--- config.mk ---
export PLATFORM = sky130hd
export DESIGN_NAME = calreg_bank
export DESIGN_NICKNAME = d
export VERILOG_FILES = /design/src/rtl/calreg_pkg.sv /design/src/rtl/calreg_ptr.sv /design/src/rtl/calreg_store.sv /design/src/rtl/calreg_bank.sv
export SDC_FILE = /design/constraint.sdc
export NUM_CORES = 1
export LEC_CHECK = 0
export BUFFER_PORTS_ARGS = -buffer_cell sky130_fd_sc_hd__buf_4
export CORE_UTILIZATION = 55
export DETAILED_ROUTE_END_ITERATION = 7
export PLACE_DENSITY = 0.83
export SKIP_LAST_GASP = 1
export SLEW_MARGIN = 15
export SYNTH_ARGS = -nofsm -noshare
export SYNTH_HDL_FRONTEND = slang
export SYNTH_SLANG_ARGS = --single-unit
--- constraint.sdc ---
create_clock -name clk -period 2.2 [get_ports clk]
set_clock_uncertainty 0.15 [all_clocks]
set_input_delay 0.33 -clock clk [delete_from_list [all_inputs] [get_ports clk]]
set_output_delay 0.33 -clock clk [all_outputs]
set_load 0.005 [all_outputs]
--- src/rtl/calreg_pkg.sv ---
package calreg_pkg;

  typedef enum logic [1:0] {
    SEL_ALL  = 2'b00,
    SEL_PAIR = 2'b01,
    SEL_OFS  = 2'b10,
    SEL_GAIN = 2'b11
  } cal_sel_e;

  localparam logic [1:0] RDSEL_CAL = 2'b10;
  localparam int unsigned POS_GAIN = 0;
  localparam int unsigned POS_OFS  = 1;

  // first physical position of a window
  function automatic int unsigned win_first(cal_sel_e s);
    return (s == SEL_OFS) ? POS_OFS : POS_GAIN;
  endfunction

  // last physical position of a window
  function automatic int unsigned win_last(cal_sel_e s, int unsigned nreg);
    case (s)
      SEL_ALL:  return nreg - 1;
      SEL_PAIR: return POS_OFS;
      SEL_OFS:  return POS_OFS;
      default:  return POS_GAIN;
    endcase
  endfunction

endpackage

--- src/rtl/calreg_ptr.sv ---
module calreg_ptr
  import calreg_pkg::*;
#(
  parameter int NREG = 10,
  localparam int IDX_W = $clog2(NREG)
) (
  input  logic             clk,
  input  logic             rst_n,
  input  logic             load,
  input  cal_sel_e         sel_in,
  input  logic             step,
  output logic [IDX_W-1:0] ptr,
  output cal_sel_e         sel
);

  logic [IDX_W-1:0] first_q, last_q, first_n;

  assign first_q = IDX_W'(win_first(sel));
  assign last_q  = IDX_W'(win_last(sel, NREG));
  assign first_n = IDX_W'(win_first(sel_in));

  always_ff @(posedge clk) begin
    if (!rst_n) begin
      sel <= SEL_ALL;
      ptr <= IDX_W'(POS_GAIN);
    end else if (load) begin
      sel <= sel_in;
      ptr <= first_n;
    end else if (step) begin
      ptr <= (ptr == last_q) ? first_q : ptr + 1'b1;
    end
  end


  load_start_chk: assert property (@(posedge clk) disable iff (!rst_n)
    load |=> (ptr == IDX_W'(win_first(sel))));


  ptr_window_chk: assert property (@(posedge clk) disable iff (!rst_n)
    (ptr >= first_q) && (ptr <= last_q));


  step_advance_chk: assert property (@(posedge clk) disable iff (!rst_n)
    (step && !load && ptr != last_q) |=> (ptr == $past(ptr) + 1'b1));


  step_wrap_chk: assert property (@(posedge clk) disable iff (!rst_n)
    (step && !load && ptr == last_q) |=> (ptr == first_q));


  ptr_hold_chk: assert property (@(posedge clk) disable iff (!rst_n)
    (!step && !load) |=> $stable(ptr));

endmodule

--- src/rtl/calreg_store.sv ---
module calreg_store
  import calreg_pkg::*;
#(
  parameter int NREG = 10,
  parameter int DATA_W = 14,
  parameter int PORT_W = 16,
  parameter logic [DATA_W-1:0] OFS_RST = 14'h2000,
  localparam int IDX_W = $clog2(NREG),
  localparam int LO_W = 8,
  localparam int HI_W = DATA_W - LO_W
) (
  input  logic              clk,
  input  logic              rst_n,
  input  logic              we,
  input  logic [IDX_W-1:0]  idx,
  input  logic              byte_mode,
  input  logic              hi_en,
  input  logic [PORT_W-1:0] wdata,
  output logic [DATA_W-1:0] rdat
);

  logic [DATA_W-1:0] regs [NREG];

  for (genvar g = 0; g < NREG; g++) begin : g_reg
    localparam logic [DATA_W-1:0] RST_V = (g == POS_OFS) ? OFS_RST : '0;
    always_ff @(posedge clk) begin
      if (!rst_n) begin
        regs[g] <= RST_V;
      end else if (we && idx == IDX_W'(g)) begin
        if (!byte_mode)  regs[g] <= wdata[DATA_W-1:0];
        else if (hi_en)  regs[g][DATA_W-1:LO_W] <= wdata[HI_W-1:0];
        else             regs[g][LO_W-1:0] <= wdata[LO_W-1:0];
      end
    end
  end

  assign rdat = ({1'b0, idx} < (IDX_W+1)'(NREG)) ? regs[idx] : '0;


  lo_keeps_hi_chk: assert property (@(posedge clk) disable iff (!rst_n)
    (we && byte_mode && !hi_en) |=> (rdat[DATA_W-1:LO_W] == $past(rdat[DATA_W-1:LO_W])));

endmodule

--- src/rtl/calreg_bank.sv ---
module calreg_bank
  import calreg_pkg::*;
#(
  parameter int NUM_DAC = 8,
  parameter int DATA_W = 14,
  parameter int PORT_W = 16,
  parameter logic [DATA_W-1:0] OFS_RST = 14'h2000
) (
  input  logic              clk,
  input  logic              rst_n,
  input  logic              ctl_wr,
  input  logic [1:0]        ctl_sel,
  input  logic [1:0]        ctl_rdsel,
  input  logic              wr_stb,
  input  logic              rd_stb,
  input  logic              byte_mode,
  input  logic              hi_en,
  input  logic [PORT_W-1:0] wr_data,
  output logic [PORT_W-1:0] rd_data
);

  localparam int NREG  = NUM_DAC + 2;
  localparam int IDX_W = $clog2(NREG);
  localparam int LO_W  = 8;
  localparam int HI_W  = DATA_W - LO_W;

  logic [1:0]        rdsel_q;
  logic              rd_en, acc_ok, we, step;
  logic [IDX_W-1:0]  ptr;
  cal_sel_e          sel;
  logic [DATA_W-1:0] rdat;

  always_ff @(posedge clk) begin
    if (!rst_n)      rdsel_q <= 2'b00;
    else if (ctl_wr) rdsel_q <= ctl_rdsel;
  end

  assign rd_en  = (rdsel_q == RDSEL_CAL);
  assign acc_ok = !ctl_wr && (wr_stb ^ rd_stb) && (wr_stb || rd_en);
  assign we     = acc_ok && wr_stb;
  assign step   = acc_ok && (!byte_mode || hi_en);

  calreg_ptr #(.NREG(NREG)) ptr_i (
    .clk(clk), .rst_n(rst_n), .load(ctl_wr), .sel_in(cal_sel_e'(ctl_sel)),
    .step(step), .ptr(ptr), .sel(sel)
  );

  calreg_store #(.NREG(NREG), .DATA_W(DATA_W), .PORT_W(PORT_W), .OFS_RST(OFS_RST)) store_i (
    .clk(clk), .rst_n(rst_n), .we(we), .idx(ptr), .byte_mode(byte_mode),
    .hi_en(hi_en), .wdata(wr_data), .rdat(rdat)
  );

  always_comb begin
    if (!rd_en)         rd_data = '0;
    else if (!byte_mode) rd_data = PORT_W'(rdat);
    else if (hi_en)     rd_data = PORT_W'(rdat[DATA_W-1:LO_W]);
    else                rd_data = PORT_W'(rdat[LO_W-1:0]);
  end


  rd_top_zero_chk: assert property (@(posedge clk) disable iff (!rst_n)
    rd_data[PORT_W-1:DATA_W] == '0);


  rd_gate_chk: assert property (@(posedge clk) disable iff (!rst_n)
    (rdsel_q != RDSEL_CAL) |-> (rd_data == '0));


  byte_upper_zero_chk: assert property (@(posedge clk) disable iff (!rst_n)
    byte_mode |-> (rd_data[PORT_W-1:LO_W] == '0));

endmodule

## Word level (Yosys, flattened, before mapping)

Memories as Yosys holds them, arrays and structs flattened. A register that Yosys moved wholly into a read port is not among the register bits.
Cells that the tools add are included.

- Bits in registers: 8
- Bits in writable memories: 140
- Input bits: 27
- Output and inout bits: 16
- Logic and storage cells: 211
- Memories kept: 1

Memory list:

| memory | words | bits a word | read ports | clocked after Yosys merged registers in | write ports | RTL line | source |
|---|---|---|---|---|---|---|---|
| store_i.regs | 10 | 14 | 1 | 1 | 10 | calreg_store.sv:22 | `logic [DATA_W-1:0] regs [NREG];` |

- Add/subtract/negate cells: 1
- Order comparisons: 1
- Equal/unequal tests: 14
- Muxes and demuxes: 138
- Bitwise gates (word level): 31
- Reductions and logical operators: 22

Operators by type and width:

| kind | number |
|---|---|
| 2-to-1 mux 14 bit | 13 |
| 2-to-1 mux 1 bit | 98 |
| 2-to-1 mux 8 bit | 11 |
| 2-to-1 mux 6 bit | 10 |
| OR 1 bit | 30 |
| 2-to-1 mux 4 bit | 5 |
| equality test 4 x 3 -> 1 bit, second input constant | 4 |
| logical AND 1 bit | 14 |
| equality test 4 x 2 -> 1 bit, second input constant | 2 |
| equality test 4 bit, second input constant | 2 |
| one-hot mux 4 bit (2 select lines) | 1 |
| equality test 2 bit, second input constant | 3 |
| adder 4 x 1 -> 4 bit, second input constant | 1 |
| equality test 4 x 1 -> 1 bit, second input constant | 1 |
| equality test 4 bit | 1 |
| zero test 4 bit | 1 |
| < comparator 4 bit, second input constant | 1 |
| equality test 2 x 1 -> 1 bit, second input constant | 1 |
| zero test 1 bit | 2 |
| zero test 2 bit | 1 |
| logical OR 1 bit | 2 |
| nonzero test 2 bit | 1 |
| OR reduction 2 bit | 1 |
| bitwise XOR 1 bit | 1 |

## Longest topological paths before layout

- Depth in word-level cells: 10
- Depth in mapped cells: 7
- Gate-level depth less buffers: 6

## Cells and area by module

From an unflattened synthesis, not the netlist that was laid out.

- Cell total of the unflattened synthesis: 595
- Area, all modules: 7219.4 um^2

By module, submodules not included:

| module | instances | cells each | area an instance (um^2) | seq. area each (um^2) |
|---|---|---|---|---|
| calreg_store | 1 | 504 | 6480.0 | 4204.0 |
| calreg_ptr | 1 | 45 | 382.9 | 120.1 |
| calreg_bank | 1 | 46 | 356.6 | 40.0 |

## Least setup slack after synthesis

No wires, ideal clock.

- Kind: reg-to-reg
- Start point: register ptr_i.ptr[1]
- End point: memory store_i.regs[0][0] (enable)
- Library setup time: 384 ps
- Arrival: 1737 ps
- Required time: 1666 ps
- Slack: -71 ps
- Stages on the path, launching flop included: 7
- Buffers on the path: 1
- Period minus slack after synthesis: 2271 ps
- Cells stage by stage: dfxtp_1 -> clkbuf_1 -> inv_1 -> ha_1 -> and4bb_2 -> nand2_1 -> o21ai_0

RTL lines:

| item | RTL line | source |
|---|---|---|
| start: declaration | calreg_ptr.sv:12 | `output logic [IDX_W-1:0] ptr,` |
| start signal: assignment | calreg_ptr.sv:25 | `ptr <= IDX_W'(POS_GAIN);` |
| start signal: assignment | calreg_ptr.sv:28 | `ptr <= first_n;` |
| start signal: assignment | calreg_ptr.sv:30 | `ptr <= (ptr == last_q) ? first_q : ptr + 1'b1;` |
| end: declaration | calreg_store.sv:22 |  |

==> results.py <==
metrics = {
    "outcome": {
        "outcome": "finished with violations",
        "violations": "setup timing",
    },
    "pwr": {
        "power_frac_comb": 0.094,
        "p_seq_frac": 0.500,
        "p_sw_frac": 0.231,
        "intPower_w": 0.00506,
        "p_sw_w": 0.00152,
        "ir_worst_vdd_mv": 0.643,
        "p_leak_nw": 3.35,
        "power_density_mw_per_mm2": 718,
        "p_clk_frac": 0.406,
    },
    "die": {
        "initial_utilization": 0.569,
        "num_rows": 42,
        "die_w_um": 120,
        "ioPinCount": 43,
        "core_area_sq_mm": 0.0133,
        "dieArea_sq_mm": 0.0143,
        "die_h_um": 120,
    },
    "clock_network": {
        "cts-buffers-inserted": 17,
        "clockBufferDepth": 2,
        "clockRootBuffer": "clkbuf_16",
        "h-tree-depth": 4,
        "cts_tree": "yes",
        "hold_buffers": 0,
        "clk_latency_ns": 0.42,
        "clock-sinks": 152,
        "clk_pin_slew_ns": 0.06,
    },
    "sta": {
        "fin_ws_ns": -0.394,
        "final.setup.tns_ns": -4.70,
        "post-route-period-util": 1.18,
        "setup_viol": 14,
        "drv_slew": 0,
        "finalCriticalPeriod_ns": 2.59,
        "finalHoldViolations": 0,
        "relSlewSlack": 0.590,
        "clock.fmax_mhz": 385,
        "rsz0062_at_grt": "yes",
        "tightest_slew_ns": 0.613,
    },
    "routing": {
        "drtIter0Drc": 760,
        "drt_pass1_iterations": 6,
        "vias": 5601,
        "routedWlPerCell_um": 23.4,
        "viasPerCell": 6.51,
        "drt-total-wl_mm": 20.2,
        "drcViolationCount": 0,
        "ant_nets": 0,
    },
    "cells_and_area": {
        "design_area_sq_mm": 0.00916,
        "insertedDiodeCount": 0,
        "fin_cells": 861,
        "syn_to_final_growth_pct": 20.5,
        "layout-drive-gt1-share": 0.260,
        "postLayoutCoreUtil": 0.686,
        "nets": 704,
    },
    "worst_hold_path": {
        "hold_end": "rdsel_q[0]$_SDFFE_PN0P_",
        "holdPathStages": 3,
        "hp-start": "ctl_rdsel[0]",
        "hp-class": "primary input to flip-flop",
    },
    "yosys": {
        "yosysUniqueCellTypes": 44,
        "synth.top_cell.area_share": 0.553,
        "ys_warn_count": 0,
        "synthMostInstantiatedCell": "edfxtp_1",
        "yosys-top-cells-count": "edfxtp_1, and2_1, a22o_1",
        "synth-async-reset-ratio": 0,
        "synth_seq_cells": 152,
        "seq_area_frac_synth": 0.585,
        "synth_edf_count": 140,
        "avgSynthCellArea_sq_um": 12.6,
        "synth_top_area_cell": "edfxtp_1",
        "synth_area_sq_mm": 0.00760,
        "yosys-top-cells-area": "edfxtp_1, and2_1, mux2i_1",
        "synthCells": 605,
        "ys.flop_type": "edfxtp_1",
    },
    "critical_path": {
        "timing.rr.start": "ptr_i.ptr[0]$_SDFFE_PN0N_",
        "path_max_fanout": 8,
        "path_class": "flip-flop to output pin",
        "worst-endpoint-arrival_ns": 2.11,
        "startpoint_type": "flip-flop",
        "reg2reg_depth": 6,
        "reg2reg_slack_ns": 0.16,
        "required_ns": 1.72,
        "cp-end-kind": "output pin",
        "r2r_end": "store_i.regs[8][8]$_SDFFCE_PN0P_",
    },
    "placed_design": {
        "placed_cell_area_sq_mm": 0.00823,
        "io_buffers": 38,
        "dp.cells": 815,
        "preCtsSetupSlack_ns": -0.00249,
        "dp_hpwl_mm": 12.7,
        "place_congestion": 0.913,
    },
    "global_route": {
        "grt_max_degree": 25,
        "grtUsageTotal": 0.292,
        "antenna_found_initial": 0,
        "grt_pass1_wl_mm": 30.6,
        "grt-ovfl-total": 0,
        "grt_pass1_vias": 5575,
    },
    "run": {
        "drv_cap": 0,
    },
}
## critical path: stages, from the launching register on
cell,delay [ns]
dfxtp_4,0.39
buf_16,0.14
buf_12,0.16
mux2i_4,0.25
a22oi_1,0.13
a21oi_2,0.32
o22ai_2,0.13
buf_4,0.15
## power by group through the flow
stage | Sequential (W) | Clock [W] | Combinational, W
after floorplan | 0.00333 | 0 | 0.000309
after global placement | 0.00333 | 0 | 0.000482
after detailed placement | 0.00334 | 0 | 0.000498
after CTS | 0.00329 | 0.00266 | 0.000564
after global routing | 0.00330 | 0.00280 | 0.000648
final | 0.00329 | 0.00267 | 0.000618
## repair_timing
item / CTS / global route
endpoints found under the setup margin: 14 / 20
buffers inserted: 9 / 4
resized for setup: 33 / 23
pin swaps: 3 / 5
gates cloned: 1 / 1
## logic make-up (layout without fill, tap and decap cells)
logic type / after synthesis / count (layout) / share of synthesized area
buffers and inverters: 50 / 129 / 0.0314
adder cells (fa/ha/maj): 4 / 4 / 0.00659
AND/OR/NAND/NOR: 206 / 206 / 0.147
AO/OA/AOI/OAI: 130 / 130 / 0.121
other: 1 / 2 / 0.000494
flip-flops: 152 / 152 / 0.585
multiplexers: 61 / 61 / 0.107
XOR/XNOR: 1 / 1 / 0.00115
## metal layers
metal / GRT usage / vias up / share of wire
li1: - / 2406 / -
met1: 0.349 / 2701 / 0.34
met2: 0.498 / 388 / 0.50
met3: 0.0699 / 106 / 0.10
met4: 0.138 / 0 / 0.053
met5: 0 / - / 0
## area by class of cell
type / count / area [sq um]
inverter: 5 / 18.8
clock inverter: 12 / 104
clock buffer: 19 / 433
tap: 176 / 220
multi-input combinational: 404 / 3110
fill: 848 / 4190
timing repair buffer: 93 / 821
sequential: 152 / 4450
## per-stage QoR
stage / hold slack (ns) / power [W]
finish: 0.0177 / 0.00658
global route: 0.0342 / 0.00674
CTS: 0.0122 / 0.00651
detailed placement: 0.383 / 0.00384
global placement: 0.370 / 0.00382
floorplan: 0.347 / 0.00364
## worst max-delay path by stage
stage | from | to | cells past startpoint
2_1_floorplan | ctl_wr | store_i.regs[1][0]$_DFFE_PP_ | 4
3_3_place_gp | flip-flop | rd_data[5] | 5
3_5_place_dp | flip-flop | rd_data[3] | 5
4_1_cts | flip-flop | rd_data[6] | 5
5_1_grt | flip-flop | rd_data[0] | 8
6_report | flip-flop | rd_data[2] | 7
## flip-flops by register name, indices dropped and copies added, names as in the netlist, named ones only
signal,cells
ptr_i.ptr,4
store_i.regs,140
ptr_i.sel,2
rdsel_q,2
## cells in the final DEF, fill, tap and decap left out, types with 9 or more instances in the layout
master and count:
clkbuf_16 18, buf_4 82, a22o_1 47, mux2i_1 31, dfxtp_1 10, nand2_1 38
nor2_1 38, nand3_1 9, nor2b_1 14, o21ai_0 23, edfxtp_1 140, mux4_2 16
a22oi_1 14, and2_1 82, a21oi_1 9
Note: power is estimated with default switching activity, not from simulation.
